$ cat src/rtl/drpb_pkg.sv
package drpb_pkg;

    typedef enum logic [1:0] {
        ST_IDLE   = 2'd0,
        ST_LAUNCH = 2'd1,
        ST_WAIT   = 2'd2
    } drpb_state_t;

    localparam logic [7:0] OFS_RSTEN = 8'h40;
    localparam logic [7:0] OFS_SRCSEL = 8'h44;
    localparam logic [7:0] OFS_CMD = 8'h70;
    localparam logic [7:0] OFS_STAT = 8'h74;

    localparam int CMD_GO_BIT = 29;
    localparam int CMD_RD_BIT = 28;
    localparam int CMD_ADDR_LSB = 16;
    localparam int STAT_BUSY_BIT = 16;

endpackage

$ cat src/rtl/drpb_cfg_regs.sv
module drpb_cfg_regs #(
    parameter int SEL_W = 2
) (
    input  logic             clk,
    input  logic             rst_n,
    input  logic             wr_rsten,
    input  logic             wr_srcsel,
    input  logic [31:0]      wdata,
    output logic             rst_release,
    output logic             synth_en,
    output logic [SEL_W-1:0] src_sel
);

    always_ff @(posedge clk) begin
        if (!rst_n) begin
            rst_release <= 1'b0;
            synth_en    <= 1'b0;
        end else if (wr_rsten) begin
            rst_release <= wdata[0];
            synth_en    <= wdata[1];
        end
    end

    always_ff @(posedge clk) begin
        if (!rst_n) begin
            src_sel <= '0;
        end else if (wr_srcsel) begin
            src_sel <= wdata[SEL_W-1:0];
        end
    end

endmodule

$ cat src/rtl/drpb_seq.sv
module drpb_seq
    import drpb_pkg::*;
#(
    parameter int AW = 7,
    parameter int DW = 16
) (
    input  logic          clk,
    input  logic          rst_n,
    input  logic          start,
    input  logic          start_rd,
    input  logic [AW-1:0] start_addr,
    input  logic [DW-1:0] start_data,
    output logic          drp_en,
    output logic          drp_we,
    output logic [AW-1:0] drp_addr,
    output logic [DW-1:0] drp_di,
    input  logic [DW-1:0] drp_do,
    input  logic          drp_rdy,
    output logic          busy,
    output logic [DW-1:0] rd_data
);

    drpb_state_t state_q, state_d;
    logic        is_rd_q;
    logic        accept;
    logic        done;

    assign accept = start && (state_q == ST_IDLE);
    assign done   = drp_rdy && (state_q == ST_WAIT);

    always_comb begin
        state_d = state_q;
        unique case (state_q)
            ST_IDLE:   if (start) state_d = ST_LAUNCH;
            ST_LAUNCH: state_d = ST_WAIT;
            ST_WAIT:   if (drp_rdy) state_d = ST_IDLE;
            default:   state_d = ST_IDLE;
        endcase
    end

    always_ff @(posedge clk) begin
        if (!rst_n) state_q <= ST_IDLE;
        else        state_q <= state_d;
    end

    always_comb begin
        drp_en = 1'b0;
        drp_we = 1'b0;
        busy   = 1'b1;
        unique case (state_q)
            ST_IDLE:   busy = 1'b0;
            ST_LAUNCH: begin
                drp_en = 1'b1;
                drp_we = ~is_rd_q;
            end
            ST_WAIT:   ;
            default:   busy = 1'b0;
        endcase
    end

    always_ff @(posedge clk) begin
        if (!rst_n) begin
            drp_addr <= '0;
            drp_di   <= '0;
            is_rd_q  <= 1'b0;
        end else if (accept) begin
            drp_addr <= start_addr;
            drp_di   <= start_data;
            is_rd_q  <= start_rd;
        end
    end

    always_ff @(posedge clk) begin
        if (!rst_n)              rd_data <= '0;
        else if (done && is_rd_q) rd_data <= drp_do;
    end

endmodule

$ cat src/rtl/drpb_rd_mux.sv
module drpb_rd_mux
    import drpb_pkg::*;
#(
    parameter int OFS_W = 8,
    parameter int SEL_W = 2,
    parameter int DW    = 16
) (
    input  logic [OFS_W-1:0] addr,
    input  logic             rst_release,
    input  logic             synth_en,
    input  logic [SEL_W-1:0] src_sel,
    input  logic             busy,
    input  logic [DW-1:0]    rd_data,
    output logic [31:0]      rdata
);

    always_comb begin
        rdata = '0;
        unique case (addr)
            OFS_W'(OFS_RSTEN):  rdata[1:0] = {synth_en, rst_release};
            OFS_W'(OFS_SRCSEL): rdata[SEL_W-1:0] = src_sel;
            OFS_W'(OFS_STAT): begin
                rdata[STAT_BUSY_BIT] = busy;
                rdata[DW-1:0]        = rd_data;
            end
            default: rdata = '0;
        endcase
    end

endmodule

$ cat src/rtl/drp_regbridge.sv
module drp_regbridge
    import drpb_pkg::*;
#(
    parameter int OFS_W  = 8,
    parameter int SEL_W  = 2,
    parameter int DRP_AW = 7,
    parameter int DRP_DW = 16
) (
    input  logic              clk,
    input  logic              rst_n,
    input  logic              bus_wr,
    input  logic [OFS_W-1:0]  bus_addr,
    input  logic [31:0]       bus_wdata,
    output logic [31:0]       bus_rdata,
    output logic              sys_rst_release,
    output logic              synth_en,
    output logic [SEL_W-1:0]  clk_sel,
    output logic              drp_en,
    output logic              drp_we,
    output logic [DRP_AW-1:0] drp_addr,
    output logic [DRP_DW-1:0] drp_di,
    input  logic [DRP_DW-1:0] drp_do,
    input  logic              drp_rdy
);

    localparam int ADDR_MSB = CMD_ADDR_LSB + DRP_AW - 1;

    logic              wr_rsten, wr_srcsel, cmd_go;
    logic              seq_busy;
    logic [DRP_DW-1:0] seq_rdata;

    assign wr_rsten  = bus_wr && (bus_addr == OFS_W'(OFS_RSTEN));
    assign wr_srcsel = bus_wr && (bus_addr == OFS_W'(OFS_SRCSEL));
    assign cmd_go    = bus_wr && (bus_addr == OFS_W'(OFS_CMD)) && bus_wdata[CMD_GO_BIT];

    drpb_cfg_regs #(.SEL_W(SEL_W)) u_cfg (
        .clk         (clk),
        .rst_n       (rst_n),
        .wr_rsten    (wr_rsten),
        .wr_srcsel   (wr_srcsel),
        .wdata       (bus_wdata),
        .rst_release (sys_rst_release),
        .synth_en    (synth_en),
        .src_sel     (clk_sel)
    );

    drpb_seq #(.AW(DRP_AW), .DW(DRP_DW)) u_seq (
        .clk        (clk),
        .rst_n      (rst_n),
        .start      (cmd_go),
        .start_rd   (bus_wdata[CMD_RD_BIT]),
        .start_addr (bus_wdata[ADDR_MSB:CMD_ADDR_LSB]),
        .start_data (bus_wdata[DRP_DW-1:0]),
        .drp_en     (drp_en),
        .drp_we     (drp_we),
        .drp_addr   (drp_addr),
        .drp_di     (drp_di),
        .drp_do     (drp_do),
        .drp_rdy    (drp_rdy),
        .busy       (seq_busy),
        .rd_data    (seq_rdata)
    );

    drpb_rd_mux #(.OFS_W(OFS_W), .SEL_W(SEL_W), .DW(DRP_DW)) u_mux (
        .addr        (bus_addr),
        .rst_release (sys_rst_release),
        .synth_en    (synth_en),
        .src_sel     (clk_sel),
        .busy        (seq_busy),
        .rd_data     (seq_rdata),
        .rdata       (bus_rdata)
    );

endmodule

$ cat config.mk
export PLATFORM = sky130hd
export DESIGN_NAME = drp_regbridge
export DESIGN_NICKNAME = d
export VERILOG_FILES = /design/src/rtl/drpb_pkg.sv /design/src/rtl/drpb_cfg_regs.sv /design/src/rtl/drpb_seq.sv /design/src/rtl/drpb_rd_mux.sv /design/src/rtl/drp_regbridge.sv
export SDC_FILE = /design/constraint.sdc
export NUM_CORES = 1
export LEC_CHECK = 0
export BUFFER_PORTS_ARGS = -buffer_cell sky130_fd_sc_hd__buf_4
export CAP_MARGIN = 20
export CORE_AREA = 2 2 79 81
export DETAILED_ROUTE_END_ITERATION = 10
export DIE_AREA = 0 0 81 83
export GPL_TIMING_DRIVEN = 1
export PLACE_DENSITY = 0.71
export SETUP_SLACK_MARGIN = 0.2
export SLEW_MARGIN = 10
export SYNTH_ARGS = -nofsm -noshare
export SYNTH_HDL_FRONTEND = slang
export SYNTH_SLANG_ARGS = --single-unit
$ cat constraint.sdc
create_clock -name clk -period 1.2 [get_ports clk]
set_input_delay 0.06 -clock clk [delete_from_list [all_inputs] [get_ports clk]]
set_output_delay 0.06 -clock clk [all_outputs]
set_load 0.01 [all_outputs]
# ---- After elaboration in Yosys (flattened, before gate mapping)
# Cells that the tools add are included.
dict set report classes {
  eq_ne 8
  muxes 8
  n_bitwise 1
  n_reduce_logical 10
}
# op n
set op_table {}
lappend op_table {{8-bit by 7-bit equality test with 1-bit output (second input constant)} 4}
lappend op_table {{15-bit 2-to-1 mux} 1}
lappend op_table {{2-bit case mux with 3 select lines} 2}
lappend op_table {{1-bit logical AND} 7}
lappend op_table {{2-bit 2-to-1 mux} 2}
lappend op_table {{1-bit 2-to-1 mux} 3}
lappend op_table {{2-bit by 1-bit equality test with 1-bit output (second input constant)} 1}
lappend op_table {{2-bit equality test (second input constant)} 1}
lappend op_table {{2-bit zero test} 1}
lappend op_table {{2-bit by 1-bit != test with 1-bit output (second input constant)} 1}
lappend op_table {{2-bit != test (second input constant)} 1}
lappend op_table {{2-bit AND reduction} 1}
lappend op_table {{2-bit OR reduction} 1}
lappend op_table {{1-bit inverter} 1}
dict set report totals {
  reg_bits 46
  in_bits 60
  output_inout_bits 61
  word_cells 35
}

# ---- Longest topological paths before layout
# Gate-level depths: netlist (run 1).
dict set report logic_depth {
  depth_word 5
  mapped_depth 7
  depth_no_buf 5
}

# ---- By module
# From an unflattened synthesis (run 1), not the netlist that was laid out.
dict set report hier_totals {
  cells_unflattened 259
  hier_area_um2 2258.4
}
# module n_inst cells_per_inst area_per_inst_um2 seq_area_each_um2
set by_module_without_submodules {}
lappend by_module_without_submodules {drpb_seq 1 196 1716.6 840.8}
lappend by_module_without_submodules {drpb_rd_mux 1 44 325.3 0.0}
lappend by_module_without_submodules {drpb_cfg_regs 1 12 145.1 80.1}
lappend by_module_without_submodules {drp_regbridge 1 7 71.3 0.0}

# ---- Worst setup path before layout (run 1)
# No wires, ideal clock.
dict set report synth_path {
  path_type {register to register}
  from {reg u_seq.state_q[0]}
  to {reg u_seq.rd_data[10]}
  setup_time_ns 0.076
  t_arrival_ns 1.274
  t_required_ns 1.124
  path_slack_ns -0.149
  stages_incl_launch_ff 7
  path_buffers 1
  synth_period_minus_slack_ns 1.349
  cell_sequence {dfxtp_1 > inv_1 > ha_1 > nand3_1 > clkbuf_1 > nand2_1 > a21boi_0}
}
dict set report synth_between {
  elab_chain_len 3
}
# item line
set synth_rtl {}
lappend synth_rtl {{from (decl)} drpb_seq.sv:23} ;# drpb_state_t state_q, state_d;
lappend synth_rtl {{from (signal assigned)} drpb_seq.sv:43} ;# else state_q <= state_d;
lappend synth_rtl {{2-bit equality test} drpb_seq.sv:29} ;# assign done = drp_rdy && (state_q == ST_WAIT);
lappend synth_rtl {{1-bit logical AND} drpb_seq.sv:29}
lappend synth_rtl {{1-bit logical AND} drpb_seq.sv:75} ;# else if (done && is_rd_q) rd_data <= drp_do;
lappend synth_rtl {{to (signal assigned)} drpb_seq.sv:75}
lappend synth_rtl {{to (decl)} drpb_seq.sv:20} ;# output logic [DW-1:0] rd_data
# Every way passes these cells.
# A chain may end at the register's enable or synchronous reset.

# ---- Worst setup path in the final report (run 1)
dict set report layout_path {
  from {reg u_seq.state_q[1]}
  to {out bus_rdata[16]}
}
dict set report layout_between {
  elab_chain_len 4
  elab_cells_between_ends 5
  classes_between {eq/ne (2); mux (2); reduce/logical (1)}
}
# item line
set layout_rtl {}
lappend layout_rtl {{2-bit by 1-bit equality test with 1-bit output or 2-bit equality test (tied branches)} drpb_seq.sv:50} ;# unique case (state_q)
lappend layout_rtl {{2-bit OR reduction (no source line) (*)} n/a}
lappend layout_rtl {{1-bit 2-to-1 mux (*)} drpb_seq.sv:50}
lappend layout_rtl {{15-bit 2-to-1 mux (*)} drpb_rd_mux.sv:19} ;# unique case (addr)
lappend layout_rtl {{to (decl)} drp_regbridge.sv:14} ;# output logic [31:0] bus_rdata,
# Mark *: on every way between the ends. The rest lies on a longest branch, timed or not.

==> impl_metrics.ini, run 1 <==
[synth]
synth_area_per_cell_um2 = 9.33
ys_seq_area_frac = 0.429
yosys-top-cells-area = sky130_fd_sc_hd__dfxtp_1 43%, sky130_fd_sc_hd__mux2i_1 12%, sky130_fd_sc_hd__nor2b_1 7.6%
synth.yosys.warnings = 0
synth_area_leader_cell = sky130_fd_sc_hd__dfxtp_1
netlist.area_leader.share = 0.429
synthCells = 230
yosysUniqueCellTypes = 24
syn-cell-area_mm2 = 0.00215
synth.ff_latch_count = 46

[critical_path]
worst-path-max-fanout = 3
critical_path_class = reg2out
r2r_setup_slack_ps = -60
critical_path.startpoint_type = flip-flop
series_of_cell_instances_along_the_critical_path = inv_4 -> ha_4 -> and2_4 -> buf_6
reg2reg_depth = 6
timing.critical_path.slowest_stage_cell = sky130_fd_sc_hd__dfxtp_4
critPathCaptureType = output pin
cp.required_ps = 1140
worst-endpoint-arrival_ps = 1200
max_stage_delay_ps = 380

[timing]
endpoints_failing_setup = 28
finalCritPeriodShare = 1.05
timing_max_transition_violations_final = 0
setup_slack_ps = -59.3
grt_setup_unrepaired = yes
fmax_mhz = 794
final.setup_skew_ps = 6.60
fin_crit_ps = 1260
report.final.hold_viol_count = 0

[cells_and_area]
area_growth_syn_to_layout_pct = 65.8
insertedDiodeCount = 0
layout.cell_area.non_filler_mm2 = 0.00356
mostFrequentLayoutCell = sky130_fd_sc_hd__buf_4
layout.filler_cells = 491
most-common-layout-cells = 86 x sky130_fd_sc_hd__buf_4, 40 x sky130_fd_sc_hd__dfxtp_1, 29 x sky130_fd_sc_hd__buf_6
drive_above_1_share = 0.540
finish.net_count = 414

[global_routing]
largest_net_degree_at_the_start_of_global_routing = 49
globalRouteTotalUtil = 0.158
number_of_global_route_vias_before_repair = 1815
grt_pass1_wl_mm = 8.47
number_of_antenna_violations_at_the_first_check_in_global_routing = 0
grt_remaining_overflow = 0

[placement]
placement.io_buffers = 98
postPlaceCellArea_mm2 = 0.00299
hpwlAfterDp_mm = 3.53
gp_congestion = 0.721

[floorplan]
die_x_um = 81
initial_util = 0.369
std_cell_rows = 28
num_io_pins = 121
core_area_mm2 = 0.00582
chipHeight_um = 83
floorplan.die_area_mm2 = 0.00672

[worst_hold_path]
min_delay_path_depth = 3
timing.hold.worst.class = in2reg

[power_and_ir_drop]
power_density_mw_per_mm2 = 777
p_leak_uw = 0.00167
power_uw = 2760
power.ir.vdd_worst_mv = 0.572

[clock_tree]
cts_htree_levels = 2
tritoncts = done
numClockSinks = 46
ctsLongestPathBuffers = 2
path_clk_slew_ps = 90
cts_made_buffers = 5
clock_latency_of_the_later_clocked_register_in_the_worst_skew_pair_ps = 290
cell_at_the_root_of_the_clock_tree = sky130_fd_sc_hd__clkbuf_8

[job]
max-cap-violations = 0

[outcome]
outcome = complete, but fails checks
violated_checks = negative setup slack

[detailed_routing]
route.vias.total = 1953
totalWireLength_mm = 5.56
routed_wire_length_per_instance_um = 13.1
drc = 0
via_per_instance_ratio = 4.60
number_of_drc_violations_after_detailed_routing_iteration_0 = 119
ant_nets = 0
detail_route.first_pass.iterations = 4
## registers in the layout (all words and copies together), names as in the netlist
signal and count:
u_cfg.src_sel 2, u_seq.drp_di 16, u_seq.is_rd_q 1, u_seq.rd_data 16, u_seq.state_q 2, u_cfg.rst_release 1
u_cfg.synth_en 1, u_seq.drp_addr 7
## worst paths after layout
| kind | startpoint | to |
|---|---|---|
| worst max register to register | u_seq.state_q[1] | u_seq.drp_di[6] |
| worst min register to register | u_seq.rd_data[1] | u_seq.rd_data[1] |
| worst max-delay path | u_seq.state_q[1] | bus_rdata[16] |
| worst min-delay path | drp_do[1] | u_seq.rd_data[1] |
## power by group
group	total, uW	internal, uW	switching (uW)
clock network	895	392	503
logic	338	204	134
registers	1530	1530	4.13
total	2760	2120	641
## final cells by class
type,count,area (um^2),area share
Clock buffer,5,68.8,0.0193
Clock inverter,2,10.0,0.00281
Inverter,4,20.0,0.00563
Multi-Input combinational cell,168,1310,0.367
Sequential cell,46,931,0.262
Tap cell,75,93.8,0.0264
Timing Repair Buffer,125,1130,0.317
## cells in the mapped netlist
library cell	count
sky130_fd_sc_hd__buf_6	2
sky130_fd_sc_hd__nand4_4	1
sky130_fd_sc_hd__buf_2	2
sky130_fd_sc_hd__a222oi_1	2
sky130_fd_sc_hd__and3_1	3
sky130_fd_sc_hd__buf_4	15
sky130_fd_sc_hd__dfxtp_1	46
sky130_fd_sc_hd__and4b_1	1
sky130_fd_sc_hd__a21boi_1	1
sky130_fd_sc_hd__nor4b_1	1
sky130_fd_sc_hd__ha_1	4
sky130_fd_sc_hd__nor3_1	1
sky130_fd_sc_hd__mux2i_1	26
sky130_fd_sc_hd__a21oi_1	1
sky130_fd_sc_hd__nand4_1	1
sky130_fd_sc_hd__nor4_4	1
sky130_fd_sc_hd__clkbuf_1	8
sky130_fd_sc_hd__a21boi_0	19
sky130_fd_sc_hd__nand2_1	40
sky130_fd_sc_hd__conb_1	1
sky130_fd_sc_hd__inv_1	4
sky130_fd_sc_hd__and2_1	17
sky130_fd_sc_hd__nor2b_1	26
sky130_fd_sc_hd__nand3_1	7
## routing by layer
layer | global-route usage | vias up | part of all wire | wire [um]
met2 | 0.251 | 86 | 0.47 | 2600
met5 | 0 | - | 0 | 0
met3 | 0.0467 | 8 | 0.084 | 469
met1 | 0.208 | 892 | 0.44 | 2420
li1 | - | 967 | - | -
met4 | 0.0401 | 0 | 0.012 | 67
## kinds of logic after synthesis
family | Yosys count | synth area share
and+or+nand+nor | 99 | 0.254
DFF | 46 | 0.429
buffers and inverters | 31 | 0.0886
muxes | 26 | 0.121
AOI/OAI and AO/OA | 23 | 0.0816
adders and majority gates | 4 | 0.0233
other | 1 | 0.00175
## timing repair
action | in CTS | in global routing
pin swaps | 10 | 24
gates resized for setup | 50 | 49
endpoints found under the setup margin | 61 | 61
cloned | 4 | 0
hold buffers | 5 | 1
buffers inserted | 8 | 1
endpoints found under the hold margin | 5 | 1
## metrics by stage
stage	worst slack (ps)	setup TNS, ps	utilization	cells	hold WS, ps
floorplan	14.7	0	-	244	195
global placement	-54.4	-1470	0.514	399	311
detailed placement	-87.4	-2070	0.514	399	319
CTS	-66.1	-1480	0.585	423	0.892
global route	-122	-2310	0.612	425	6.07
finish	-59.3	-1010	0.612	425	8.14
## critical path: cells and delay by family (launching register included)
family,cells,cell delay [ps]
AND/OR/NAND/NOR,1,130
buffers and inverters,2,160
adder cells (fa/ha/maj),1,230
flip-flops,1,380
(Power assumes the default switching activity.)
==> run 2: changes to the inputs <==
- CORE_AREA: 2 2 79 81 -> 2 2 72 88
- DIE_AREA: 0 0 81 83 -> 0 0 74 90
- PLACE_DENSITY: 0.71 -> 0.72
==> run 2 against run 1 <==
Compared with the run above:
- design area increased by 1.4%
- first-iteration DRC count decreased by 32%
- cell count increased by 2.1%
- die area decreased by 0.94%
- the flow still finishes with violations (negative setup slack)
- via count decreased by 1.6%
- clock skew about the same
- flip-flop and latch count unchanged
- critical endpoint is now bus_rdata[0]
==> impl_metrics.ini, run 2 (synthesized netlist as in run 1, its figures left out) <==
[cells_and_area]
finish.net_count = 415
most-common-layout-cells = 87 x sky130_fd_sc_hd__buf_4, 41 x sky130_fd_sc_hd__dfxtp_1, 30 x sky130_fd_sc_hd__nand2_1
layout.cell_area.non_filler_mm2 = 0.00361
seq_area_um2 = 927
mostFrequentLayoutCell = sky130_fd_sc_hd__buf_4
multi_input_comb_area_mm2 = 0.00129
finish.cell_count_without_fillers = 434
biggestRegsByFlops = u_seq.drp_di: 16 flops, u_seq.rd_data: 16 flops, u_seq.drp_addr: 7 flops
layout.filler_cells = 504
drive_above_1_share = 0.494
insertedDiodeCount = 0
area_growth_syn_to_layout_pct = 68.0

[clock_tree]
cts_htree_levels = 2
path_clk_slew_ps = 80
tritoncts = done
cts_made_buffers = 5
cell_at_the_root_of_the_clock_tree = sky130_fd_sc_hd__clkbuf_8
ctsLongestPathBuffers = 2
numClockSinks = 46
clock_latency_of_the_later_clocked_register_in_the_worst_skew_pair_ps = 300

[outcome]
outcome = complete, but fails checks
violated_checks = negative setup slack

[power_and_ir_drop]
power_switching_share = 0.223
clock_network_fraction_of_design_power = 0.380
power.ir.vdd_worst_mv = 0.747
power.sequential.fraction = 0.504
power_uw = 3050
p_leak_uw = 0.00169
power_density_mw_per_mm2 = 845
comb_power_share = 0.116
switchingPower_uw = 679
p_int_uw = 2370

[critical_path]
worst-path-max-fanout = 5
reg2reg_depth = 6
series_of_cell_instances_along_the_critical_path = buf_4 -> and4b_2 -> and3_4 -> a222oi_1 -> inv_1 -> buf_6
critical_path.startpoint_type = input pin
regToRegStartpoint = u_seq.state_q[1]
critPathCaptureType = output pin
max_stage_delay_ps = 360
critPathLaunch = bus_addr[5]
timing.critical_path.slowest_stage_cell = sky130_fd_sc_hd__a222oi_1
worst-endpoint-arrival_ps = 1190
critical_path_class = in2out
cp.required_ps = 1140

[worst_hold_path]
min-delay-start = drp_do[8]
min_delay_path_depth = 3
timing.hold.worst.class = in2reg

[detailed_routing]
routed_wire_length_per_instance_um = 13.0
ant_nets = 0
detail_route.first_pass.iterations = 4
number_of_drc_violations_after_detailed_routing_iteration_0 = 81
drc = 0
totalWireLength_mm = 5.64
route.vias.total = 1922
via_per_instance_ratio = 4.43

[placement]
dpl.cell_count = 408
gp_congestion = 0.815
dp_slack_ps = -106
hpwlAfterDp_mm = 3.68
postPlaceCellArea_mm2 = 0.00301
placement.io_buffers = 98

[floorplan]
num_io_pins = 121
initial_util = 0.366
core_area_mm2 = 0.00586
chipHeight_um = 90
floorplan.die_area_mm2 = 0.00666
std_cell_rows = 31
die_x_um = 74

[global_routing]
number_of_global_route_vias_before_repair = 1828
number_of_antenna_violations_at_the_first_check_in_global_routing = 0
grt_remaining_overflow = 0
grt_pass1_wl_mm = 8.05
largest_net_degree_at_the_start_of_global_routing = 49
globalRouteTotalUtil = 0.150

[timing]
grt_setup_unrepaired = yes
timing_max_transition_violations_final = 0
finalCritPeriodShare = 1.04
hold_slack_ps = 9.09
fmax_mhz = 803
final.setup_skew_ps = 6.61
endpoints_failing_setup = 23
fin_crit_ps = 1250
report.final.hold_viol_count = 0
setup_slack_ps = -45.6

[job]
max-cap-violations = 0
==> run 2: timing repair <==
item,in CTS,in global routing
hold buffers,8,1
resized for setup,55,27
pin swaps,11,14
buffers inserted,3,2
endpoints found under the setup margin,61,61
hold endpoints to repair,8,1
cloned,0,4
==> run 2: final cells by class <==
cell class | count | area share
timing repair buffer | 126 | 0.319
clock buffer | 5 | 0.0191
tap | 82 | 0.0285
clock inverter | 3 | 0.0125
multi-input combinational | 168 | 0.358
sequential | 46 | 0.257
inverter | 4 | 0.00555
==> run 2: power groups by stage <==
stage          sequential [uW]  combinational (uW)  clock (uW)
4_1_cts                   1530                 338        1200
3_5_place_dp              1570                 289           0
5_1_grt                   1530                 380        1270
6_report                  1530                 354        1160
2_1_floorplan             1570                 140           0
3_3_place_gp              1570                 284           0
==> run 2: worst max-delay path, delay by kind of cell <==
kind	cells	cell delay, ps
AND/OR/NAND/NOR	2	430
AO/OA/AOI/OAI	1	360
buffers and inverters	3	340
==> run 2: per-layer routing <==
metal | up-vias | share of wire | global-route usage
li1 | 968 | - | -
met1 | 869 | 0.42 | 0.181
met2 | 80 | 0.50 | 0.251
met3 | 5 | 0.074 | 0.0482
met4 | 0 | 0.011 | 0.0409
met5 | - | 0 | 0
==> run 2: final timing paths <==
| check | slack [ps] | end |
|---|---|---|
| min | 9 | u_seq.rd_data[8] |
| max reg2reg | -30 | u_seq.drp_di[5] |
| min reg2reg | 460 | u_seq.rd_data[11] |
| max | -50 | bus_rdata[0] |
==> run 2: per-stage QoR <==
stage / setup TNS [ps] / utilization
floorplan: 0 / -
global placement: -1860 / 0.514
detailed placement: -3200 / 0.514
CTS: -470 / 0.581
global route: -2720 / 0.616
finish: -431 / 0.616
